--- src/rtl/pll_ctl_pkg.sv ---
package pll_ctl_pkg;
    parameter int MAIN_W  = 13;
    parameter int SWAL_W  = 5;
    parameter int REF_W   = 11;
    parameter int CTL_W   = 2;
    parameter int TEST_W  = 2;
    parameter int SPARE_W = 2;
    // word = main + swallow + spare + control + select
    localparam int WORD_W = MAIN_W + SWAL_W + SPARE_W + CTL_W + 1;

    typedef enum logic [1:0] {
        ST_SHIFT = 2'd0,
        ST_LOAD  = 2'd1,
        ST_HOLD  = 2'd2
    } ld_state_t;
endpackage

--- src/rtl/pll_ctl_sync.sv ---
module pll_ctl_sync #(
    parameter int STAGES = 2
) (
    input  logic clk,
    input  logic rst_n,
    input  logic d,
    output logic lvl,
    output logic rise
);
    logic [STAGES:0] sh_q;

    always_ff @(posedge clk or negedge rst_n) begin
        if (!rst_n) sh_q <= '0;
        else        sh_q <= {sh_q[STAGES-1:0], d};
    end

    assign lvl  = sh_q[STAGES-1];
    assign rise = sh_q[STAGES-1] & ~sh_q[STAGES];
endmodule

--- src/rtl/pll_ctl_fsm.sv ---
module pll_ctl_fsm
    import pll_ctl_pkg::*;
#(
    parameter int W = WORD_W
) (
    input  logic         clk,
    input  logic         rst_n,
    input  logic         sclk_rise,
    input  logic         sdat_lvl,
    input  logic         le_lvl,
    output logic [W-1:0] word,
    output logic         load
);
    ld_state_t state_q, state_d;
    logic [W-1:0] sr_q;

    always_ff @(posedge clk or negedge rst_n) begin
        if (!rst_n) state_q <= ST_SHIFT;
        else        state_q <= state_d;
    end

    always_comb begin
        state_d = state_q;
        unique case (state_q)
            ST_SHIFT: if (le_lvl)  state_d = ST_LOAD;
            ST_LOAD:               state_d = ST_HOLD;
            ST_HOLD:  if (!le_lvl) state_d = ST_SHIFT;
            default:               state_d = ST_SHIFT;
        endcase
    end

    // shift only in ST_SHIFT with latch enable still low
    always_ff @(posedge clk or negedge rst_n) begin
        if (!rst_n) sr_q <= '0;
        else if (state_q == ST_SHIFT && !le_lvl && sclk_rise)
            sr_q <= {sr_q[W-2:0], sdat_lvl};
    end

    assign load = (state_q == ST_LOAD);
    assign word = sr_q;

    p_load_one_cycle_r7: assert property (@(posedge clk) disable iff (!rst_n)
        (state_q == ST_LOAD) |=> (state_q == ST_HOLD));
    p_frozen_when_le_r5: assert property (@(posedge clk) disable iff (!rst_n)
        (state_q != ST_SHIFT) |=> $stable(sr_q));
endmodule

--- src/rtl/pll_ctl_latch.sv ---
module pll_ctl_latch
    import pll_ctl_pkg::*;
#(
    parameter int W = WORD_W
) (
    input  logic              clk,
    input  logic              rst_n,
    input  logic              load,
    input  logic [W-1:0]      word,
    output logic [MAIN_W-1:0] main_q,
    output logic [SWAL_W-1:0] swal_q,
    output logic [CTL_W-1:0]  ctl_q,
    output logic [REF_W-1:0]  ref_q,
    output logic [TEST_W-1:0] test_q,
    output logic              stb_q,
    output logic              sel_q
);
    localparam int CTL_LO  = 1;
    localparam int SWAL_LO = CTL_LO + CTL_W + SPARE_W;
    localparam int MAIN_LO = SWAL_LO + SWAL_W;
    localparam int REF_LO  = CTL_LO + CTL_W;
    localparam int TEST_LO = REF_LO + REF_W;

    logic sel_w;
    assign sel_w = word[0];

    always_ff @(posedge clk or negedge rst_n) begin
        if (!rst_n) begin
            main_q <= '0; swal_q <= '0; ctl_q  <= '0;
            ref_q  <= '0; test_q <= '0; stb_q  <= 1'b0; sel_q <= 1'b0;
        end else begin
            stb_q <= load;
            if (load) begin
                sel_q <= sel_w;
                if (sel_w) begin
                    main_q <= word[MAIN_LO +: MAIN_W];
                    swal_q <= word[SWAL_LO +: SWAL_W];
                    ctl_q  <= word[CTL_LO  +: CTL_W];
                end else begin
                    ref_q  <= word[REF_LO  +: REF_W];
                    test_q <= word[TEST_LO +: TEST_W];
                end
            end
        end
    end

    p_stb_single_r7: assert property (@(posedge clk) disable iff (!rst_n)
        stb_q |=> !stb_q);
    p_div_only_on_sel_r4: assert property (@(posedge clk) disable iff (!rst_n)
        !$stable({main_q, swal_q, ctl_q}) |-> (stb_q && sel_q));
    p_ref_only_on_sel_r4: assert property (@(posedge clk) disable iff (!rst_n)
        !$stable({ref_q, test_q}) |-> (stb_q && !sel_q));
endmodule

--- src/rtl/pll_ctl_top.sv ---
module pll_ctl_top
    import pll_ctl_pkg::*;
#(
    parameter int SYNC_STAGES = 2
) (
    input  logic              clk,
    input  logic              rst_n,
    input  logic              run_en,
    input  logic              ser_clk,
    input  logic              ser_dat,
    input  logic              ser_le,
    output logic [MAIN_W-1:0] main_cnt,
    output logic [SWAL_W-1:0] swal_cnt,
    output logic [CTL_W-1:0]  out_ctl,
    output logic              drive_en,
    output logic [REF_W-1:0]  ref_cnt,
    output logic [TEST_W-1:0] test_bits,
    output logic              upd_stb,
    output logic              upd_sel
);
    localparam int NSIG = 3;
    localparam logic [CTL_W-1:0] CTL_DRIVE = '1;

    logic [NSIG-1:0] raw, lvl, rise;
    logic [WORD_W-1:0] word;
    logic load;

    assign raw = {ser_le, ser_dat, ser_clk};

    for (genvar g = 0; g < NSIG; g++) begin : g_sync
        pll_ctl_sync #(.STAGES(SYNC_STAGES)) u_sync (
            .clk(clk), .rst_n(rst_n), .d(raw[g]), .lvl(lvl[g]), .rise(rise[g]));
    end

    pll_ctl_fsm #(.W(WORD_W)) u_fsm (
        .clk(clk), .rst_n(rst_n), .sclk_rise(rise[0]), .sdat_lvl(lvl[1]),
        .le_lvl(lvl[2]), .word(word), .load(load));

    pll_ctl_latch #(.W(WORD_W)) u_latch (
        .clk(clk), .rst_n(rst_n), .load(load), .word(word),
        .main_q(main_cnt), .swal_q(swal_cnt), .ctl_q(out_ctl),
        .ref_q(ref_cnt), .test_q(test_bits), .stb_q(upd_stb), .sel_q(upd_sel));

    assign drive_en = run_en && (out_ctl == CTL_DRIVE);

    p_standby_floats_r9: assert property (@(posedge clk) disable iff (!rst_n)
        !run_en |-> !drive_en);
endmodule

--- config.mk ---
export PLATFORM = sky130hd
export DESIGN_NAME = pll_ctl_top
export DESIGN_NICKNAME = d
export VERILOG_FILES = /design/src/rtl/pll_ctl_pkg.sv /design/src/rtl/pll_ctl_sync.sv /design/src/rtl/pll_ctl_fsm.sv /design/src/rtl/pll_ctl_latch.sv /design/src/rtl/pll_ctl_top.sv
export SDC_FILE = /design/constraint.sdc
export NUM_CORES = 1
export LEC_CHECK = 0
export ABC_CLOCK_PERIOD_IN_PS = 2900
export CORE_UTILIZATION = 47
export DETAILED_ROUTE_END_ITERATION = 12
export PLACE_DENSITY_LB_ADDON = 0.12
export SYNTH_ARGS = -nofsm -noshare
export SYNTH_HDL_FRONTEND = slang
export SYNTH_SLANG_ARGS = --single-unit
--- constraint.sdc ---
create_clock -name clk -period 2.9 [get_ports clk]
set_input_delay 0.435 -clock clk [delete_from_list [all_inputs] [get_ports clk]]
set_output_delay 0.435 -clock clk [all_outputs]
set_load 0.01 [all_outputs]
==> flow_summary_export.csv, run 1 <==
group,metric,value,unit
job,maxCapViolations,0,
synthesis,synth_cell_types,16,
grt,grt_pass1_wl,6330,µm
critical_path,crit_path_max_fanout,1,
power,power.density,697,mW/mm²
critical_path,crit_chain,"clkdlybuf4s50_1 > and3_1 > clkdlybuf4s50_1",
clocking,cts.clk_slew.worst_paths,0.07,ns
place,gp_congestion,0.670,
synthesis,syn_area,0.00253,mm²
finish,nFillCells,411,
grt,grt_pass1_vias,1312,
synthesis,yosys_warnings,0,
synthesis,yosys.area_share.simple,2.82,%
synthesis,synth_fa_ha_area_share,0,%
clocking,clockBufferDepth,2,
sta,setup_viol,0,
floorplanning,die_w,75.4,µm
drt,drt-total-wl,3730,µm
finish,multi_input_area,777,µm²
power,p_comb_share,18.7,%
finish,regArea,0.00168,mm²
sta,max_slew_margin,40.4,%
floorplanning,die_area,0.00568,mm²
floorplanning,start_util,49.2,%
clocking,ctsResizeCount,0,
drt,drc,0,
grt,gr-total-overflow,0,
synthesis,yosysSeqAreaShare,66.2,%
synthesis,synth-compound-area-share,0,%
drt,first_iter_violations,35,
sta,worst_clock_skew,0.00564,ns
clocking,cts_sinks,67,
clocking,clkLatencyLatePin,0.32,ns
critical_path,end_kind,"output port",
synthesis,netlist_instances,141,
synthesis,synth_xor_area_share,0,%
clocking,cts_tree,"done",
drt,wl_per_cell,14.1,µm
clocking,holdBufCountCts,0,
critical_path,cp_slowest_stage_delay,0.53,ns
finish,layout_common_cells,"dfrtp_1, clkdlybuf4s50_1, mux2_2, mux2_4, clkbuf_8",
synthesis,synth_top_family_by_area,"multiplexers",
critical_path,critPathSlowestCell,"clkdlybuf4s50_1",
power,intPower,1.64,mW
floorplanning,die-height,75.4,µm
worst_hold_path,hold_path_class,"in2async",
power,switchingPower,555,µW
sta,finalSetupTns,0,ns
critical_path,crit_required,2.47,ns
grt,grtUsageTotal,15.7,%
power,p_clk_share,30.3,%
clocking,htree_num_levels,3,
power,pwr-share-seq,51.1,%
synthesis,syn_area_per_cell,18.0,µm²
sta,fin_crit_sh,68.8,%
finish,final_common_cell,"dfrtp_1",
synthesis,ys_ff_latch,67,
critical_path,cpMostUsedCell,"clkdlybuf4s50_1",
sta,tightest_slew,0.892,ns
critical_path,cp.arrival,1.56,ns
drt,antenna_left,0,
finish,area_growth,24.4,%
clocking,root_buffer,"clkbuf_8",
finish,layout-drive-gt1-share,38.5,%
sta,finalCriticalPeriod,2.00,ns
sta,fmax,501,MHz
drt,vias,1258,
synthesis,syn-num-nets,147,
floorplanning,io_pins,42,
drt,firstDrtPassIters,6,
sta,finalMaxSlewViolations,0,
place,port_buffers,41,
grt,grt_max_degree,68,
place,dp.final_hpwl,2440,µm
outcome,status,"finished clean",
drt,routed_via_density,4.75,
synthesis,synthMuxAreaShare,27.9,%
power,swShare,25.2,%
sta,holdWs,0.283,ns
critical_path,worstSetupStartpointType,"input pin",
power,p_leak,1.51,nW
power,vdd_drop_max,0.381,mV
sta,hold_viol_final,0,
finish,antenna_cells,0,
finish,fin_nets,196,
floorplanning,core,0.00514,mm²
grt,grt_antenna_before_repair,0,
floorplanning,rows,26,
clocking,postCtsSetupRepairBufs,0,
critical_path,critical_path_class,"in2out",
finish,final_core_util,61.3,%
sta,rsz0062_at_grt,"false",
clocking,numCtsBuffers,9,
## power groups by stage
stage               clock network (mW)  registers, mW  logic [mW]
floorplan                            0           1.14       0.247
global placement                     0           1.13       0.409
detailed placement                   0           1.14       0.418
CTS                              0.685           1.12       0.419
global route                     0.735           1.14       0.444
finish                           0.665           1.12       0.410
## per-stage QoR
step	instance area [µm²]	worst slack, ns	total power [mW]	cells
finish	3150	0.904	2.20	265
CTS	3150	0.895	2.23	265
detailed placement	2980	0.909	1.56	249
floorplan	2530	1.42	1.39	141
global placement	2980	0.904	1.54	249
global route	3150	0.857	2.32	265
## registers in the layout, indices dropped and copies added (netlist names), 2 cells and up
name	count
u_fsm.word	23
u_latch.main_q	13
u_latch.ref_q	11
g_sync.u_sync.sh_q	7
u_latch.swal_q	5
u_fsm.state_q	2
u_latch.ctl_q	2
u_latch.test_q	2
## cell families after synthesis
kind of cell,Yosys count
buf+inv,7
flops,67
mux,56
simple gates,11
## path summary, 6_finish.rpt
path / end / startpoint / cells after the start / slack [ns]
setup / recovery: drive_en / run_en / 3 / 0.90
hold / removal: u_fsm.word[19] / rst_n / 2 / 0.28
setup reg to reg: u_latch.main_q[3] / u_fsm.state_q[0] / 3 / 1.16
hold reg to reg: g_sync[0].u_sync.sh_q[1] / g_sync[0].u_sync.sh_q[0] / 0 / 0.35
max in group asynchronous: u_latch.ref_q[2] / rst_n / 2 / 2.09
min in group clk: g_sync[0].u_sync.sh_q[1] / g_sync[0].u_sync.sh_q[0] / 0 / 0.35
## layout make-up
| cell class | count | share of cell area [%] |
|---|---|---|
| clock buffers | 14 | 5.16 |
| flip-flops and latches | 67 | 53.2 |
| well taps | 70 | 2.78 |
| clock inverters | 2 | 0.318 |
| repair buffers | 45 | 13.8 |
| multi-input cells | 67 | 24.7 |
## Yosys cell counts (all sizes together)
master / instances / area, µm²
nand2b: 1 / 6.26
nor2b: 2 / 20.0
nor3b: 1 / 7.51
nand3b: 1 / 7.51
buf: 7 / 77.6
and2: 1 / 6.26
nand2: 1 / 3.75
nor4: 1 / 6.26
nor2: 2 / 7.51
mux2: 56 / 706
and3: 1 / 6.26
dfrtp: 67 / 1680
## routing by layer
metal,global-route usage [%],routed length [µm]
met5,0,0
met4,9.88,64
met2,23.2,1810
met3,3.97,122
met1,20.9,1730
## worst max-delay path: cells and delay by family
kind,cells,cell delay (ns)
buffers and inverters,2,0.98
AND/OR/NAND/NOR,1,0.15
Note: power is estimated with default switching activity, not from simulation.
==> run 2: changes to the inputs <==
Settings changed: ABC_CLOCK_PERIOD_IN_PS 2900 to 1900.
Clock period 2.9 ns to 1.9 ns, I/O delays scaled along.
==> flow_summary_export.csv, run 2 (synthesized netlist as in run 1, its figures left out) <==
group,metric,value,unit
outcome,status,"complete, but fails checks",
outcome,violations,"hold timing",
critical_path,end_kind,"output port",
drt,first_iter_violations,65,
drt,antenna_left,0,
finish,final_core_util,62.8,%
clocking,root_buffer,"clkbuf_8",
clocking,numCtsBuffers,9,
critical_path,crit_required,1.62,ns
grt,grtUsageTotal,16.2,%
sta,fin_ws,0.212,ns
critical_path,rr_worst_depth,4,
clocking,cts_sinks,67,
clocking,clkLatencyLatePin,0.33,ns
finish,layout_common_cells,"dfrtp_1, clkdlybuf4s50_1, mux2_2, mux2_4, clkbuf_8",
sta,rsz0062_at_grt,"false",
finish,fin_nets,198,
critical_path,r2r-start,"u_fsm.state_q[1]",
finish,final_common_cell,"dfrtp_1",
floorplanning,io_pins,42,
drt,drt-total-wl,3970,µm
critical_path,cp.arrival,1.40,ns
sta,tightest_slew,0.696,ns
power,p_leak,1.54,nW
finish,multi_input_area,777,µm²
grt,grt_pass1_vias,1298,
place,dp.final_hpwl,2650,µm
grt,grt_max_degree,38,
sta,setup_viol,0,
drt,wl_per_cell,14.9,µm
sta,worst_clock_skew,0.00490,ns
sta,finalCriticalPeriod,1.69,ns
power,power,3.60,mW
place,port_buffers,41,
worst_hold_path,hold_path_class,"in2async",
clocking,clockBufferDepth,2,
finish,regArea,0.00168,mm²
sta,max_slew_margin,53.6,%
clocking,cts.clk_slew.worst_paths,0.07,ns
clocking,postCtsSetupRepairBufs,0,
clocking,ctsResizeCount,0,
critical_path,worstSetupStartpointType,"input pin",
critical_path,reg2reg_setup_slack,0.23,ns
drt,drc,0,
floorplanning,rows,26,
sta,finalMaxSlewViolations,0,
grt,grt_pass1_wl,6470,µm
job,maxCapViolations,0,
finish,largest_reg_flops,23,
power,vdd_drop_max,0.651,mV
grt,grt_antenna_before_repair,0,
finish,layout-drive-gt1-share,39.6,%
sta,finalSetupTns,0,ns
critical_path,r2r-end,"u_fsm.word[22]",
finish,nFillCells,414,
floorplanning,core,0.00514,mm²
finish,antenna_cells,0,
finish,area_growth,27.4,%
critical_path,crit_path_max_fanout,1,
drt,routed_via_density,4.82,
floorplanning,start_util,49.2,%
sta,hold_viol_final,1,
sta,fmax,592,MHz
drt,vias,1287,
clocking,cts_tree,"done",
clocking,holdBufCountCts,0,
place,gp_congestion,0.679,
floorplanning,die_area,0.00568,mm²
clocking,htree_num_levels,3,
drt,firstDrtPassIters,4,
power,power.density,1120,mW/mm²
critical_path,critical_path_class,"in2out",
sta,holdWs,-0.00289,ns
floorplanning,die-height,75.4,µm
place,place_ws,0.204,ns
grt,gr-total-overflow,0,
floorplanning,die_w,75.4,µm
sta,fin_crit_sh,88.9,%
==> run 2: changes by cell type in the layout (fill, tap and decap cells not counted) <==
cell	previous run	this run
buf_12	0	2
clkbuf_8	11	9
bufinv_16	0	2
clkbuf_1	3	2
clkinvlp_4	0	1
==> run 2: per-stage QoR <==
stage,instance area (µm²),std cells
2_1_floorplan,2530,141
3_5_place_dp,3020,251
5_1_grt,3230,267
4_1_cts,3230,267
6_report,3230,267
3_3_place_gp,3020,251
==> run 2: per-layer routing <==
layer  share of wire [%]  GRT usage [%]  vias to the layer above
li1                    -              -                      590
met1                  47           22.2                      657
met2                  47           23.1                       31
met3                 3.6           3.70                        9
met4                 2.1           11.1                        0
met5                   0              0                        -
==> run 2: worst max-delay path, stage by stage <==
cell	delay, ns
clkdlybuf4s50_1	0.44
and3_1	0.14
clkdlybuf4s50_1	0.53
==> run 2: how the worst max path moves through the flow <==
stage	from	endpoint	slack, ns	depth (start not counted)
detailed placement	run_en	drive_en	0.20	3
floorplan	u_fsm.state_q[1]	u_fsm.word[10]	0.42	5
CTS	u_fsm.state_q[1]	u_fsm.word[22]	0.20	4
finish	run_en	drive_en	0.21	3
global route	u_fsm.state_q[1]	u_fsm.word[22]	0.12	4
global placement	run_en	drive_en	0.20	3
==> run 2: power by group <==
group | total, mW | leakage [nW] | internal (mW) | switching, mW
logic | 0.649 | 0.535 | 0.392 | 0.257
registers | 1.71 | 0.904 | 1.59 | 0.124
clock network | 1.24 | 0.103 | 0.735 | 0.500
==> run 2: area by class of cell <==
cell class | count | share of cell area, %
multi-input combinational | 67 | 24.1
clock inverter | 5 | 2.40
timing repair buffer | 47 | 14.7
sequential | 67 | 52.0
tap | 70 | 2.72
clock buffer | 11 | 4.07
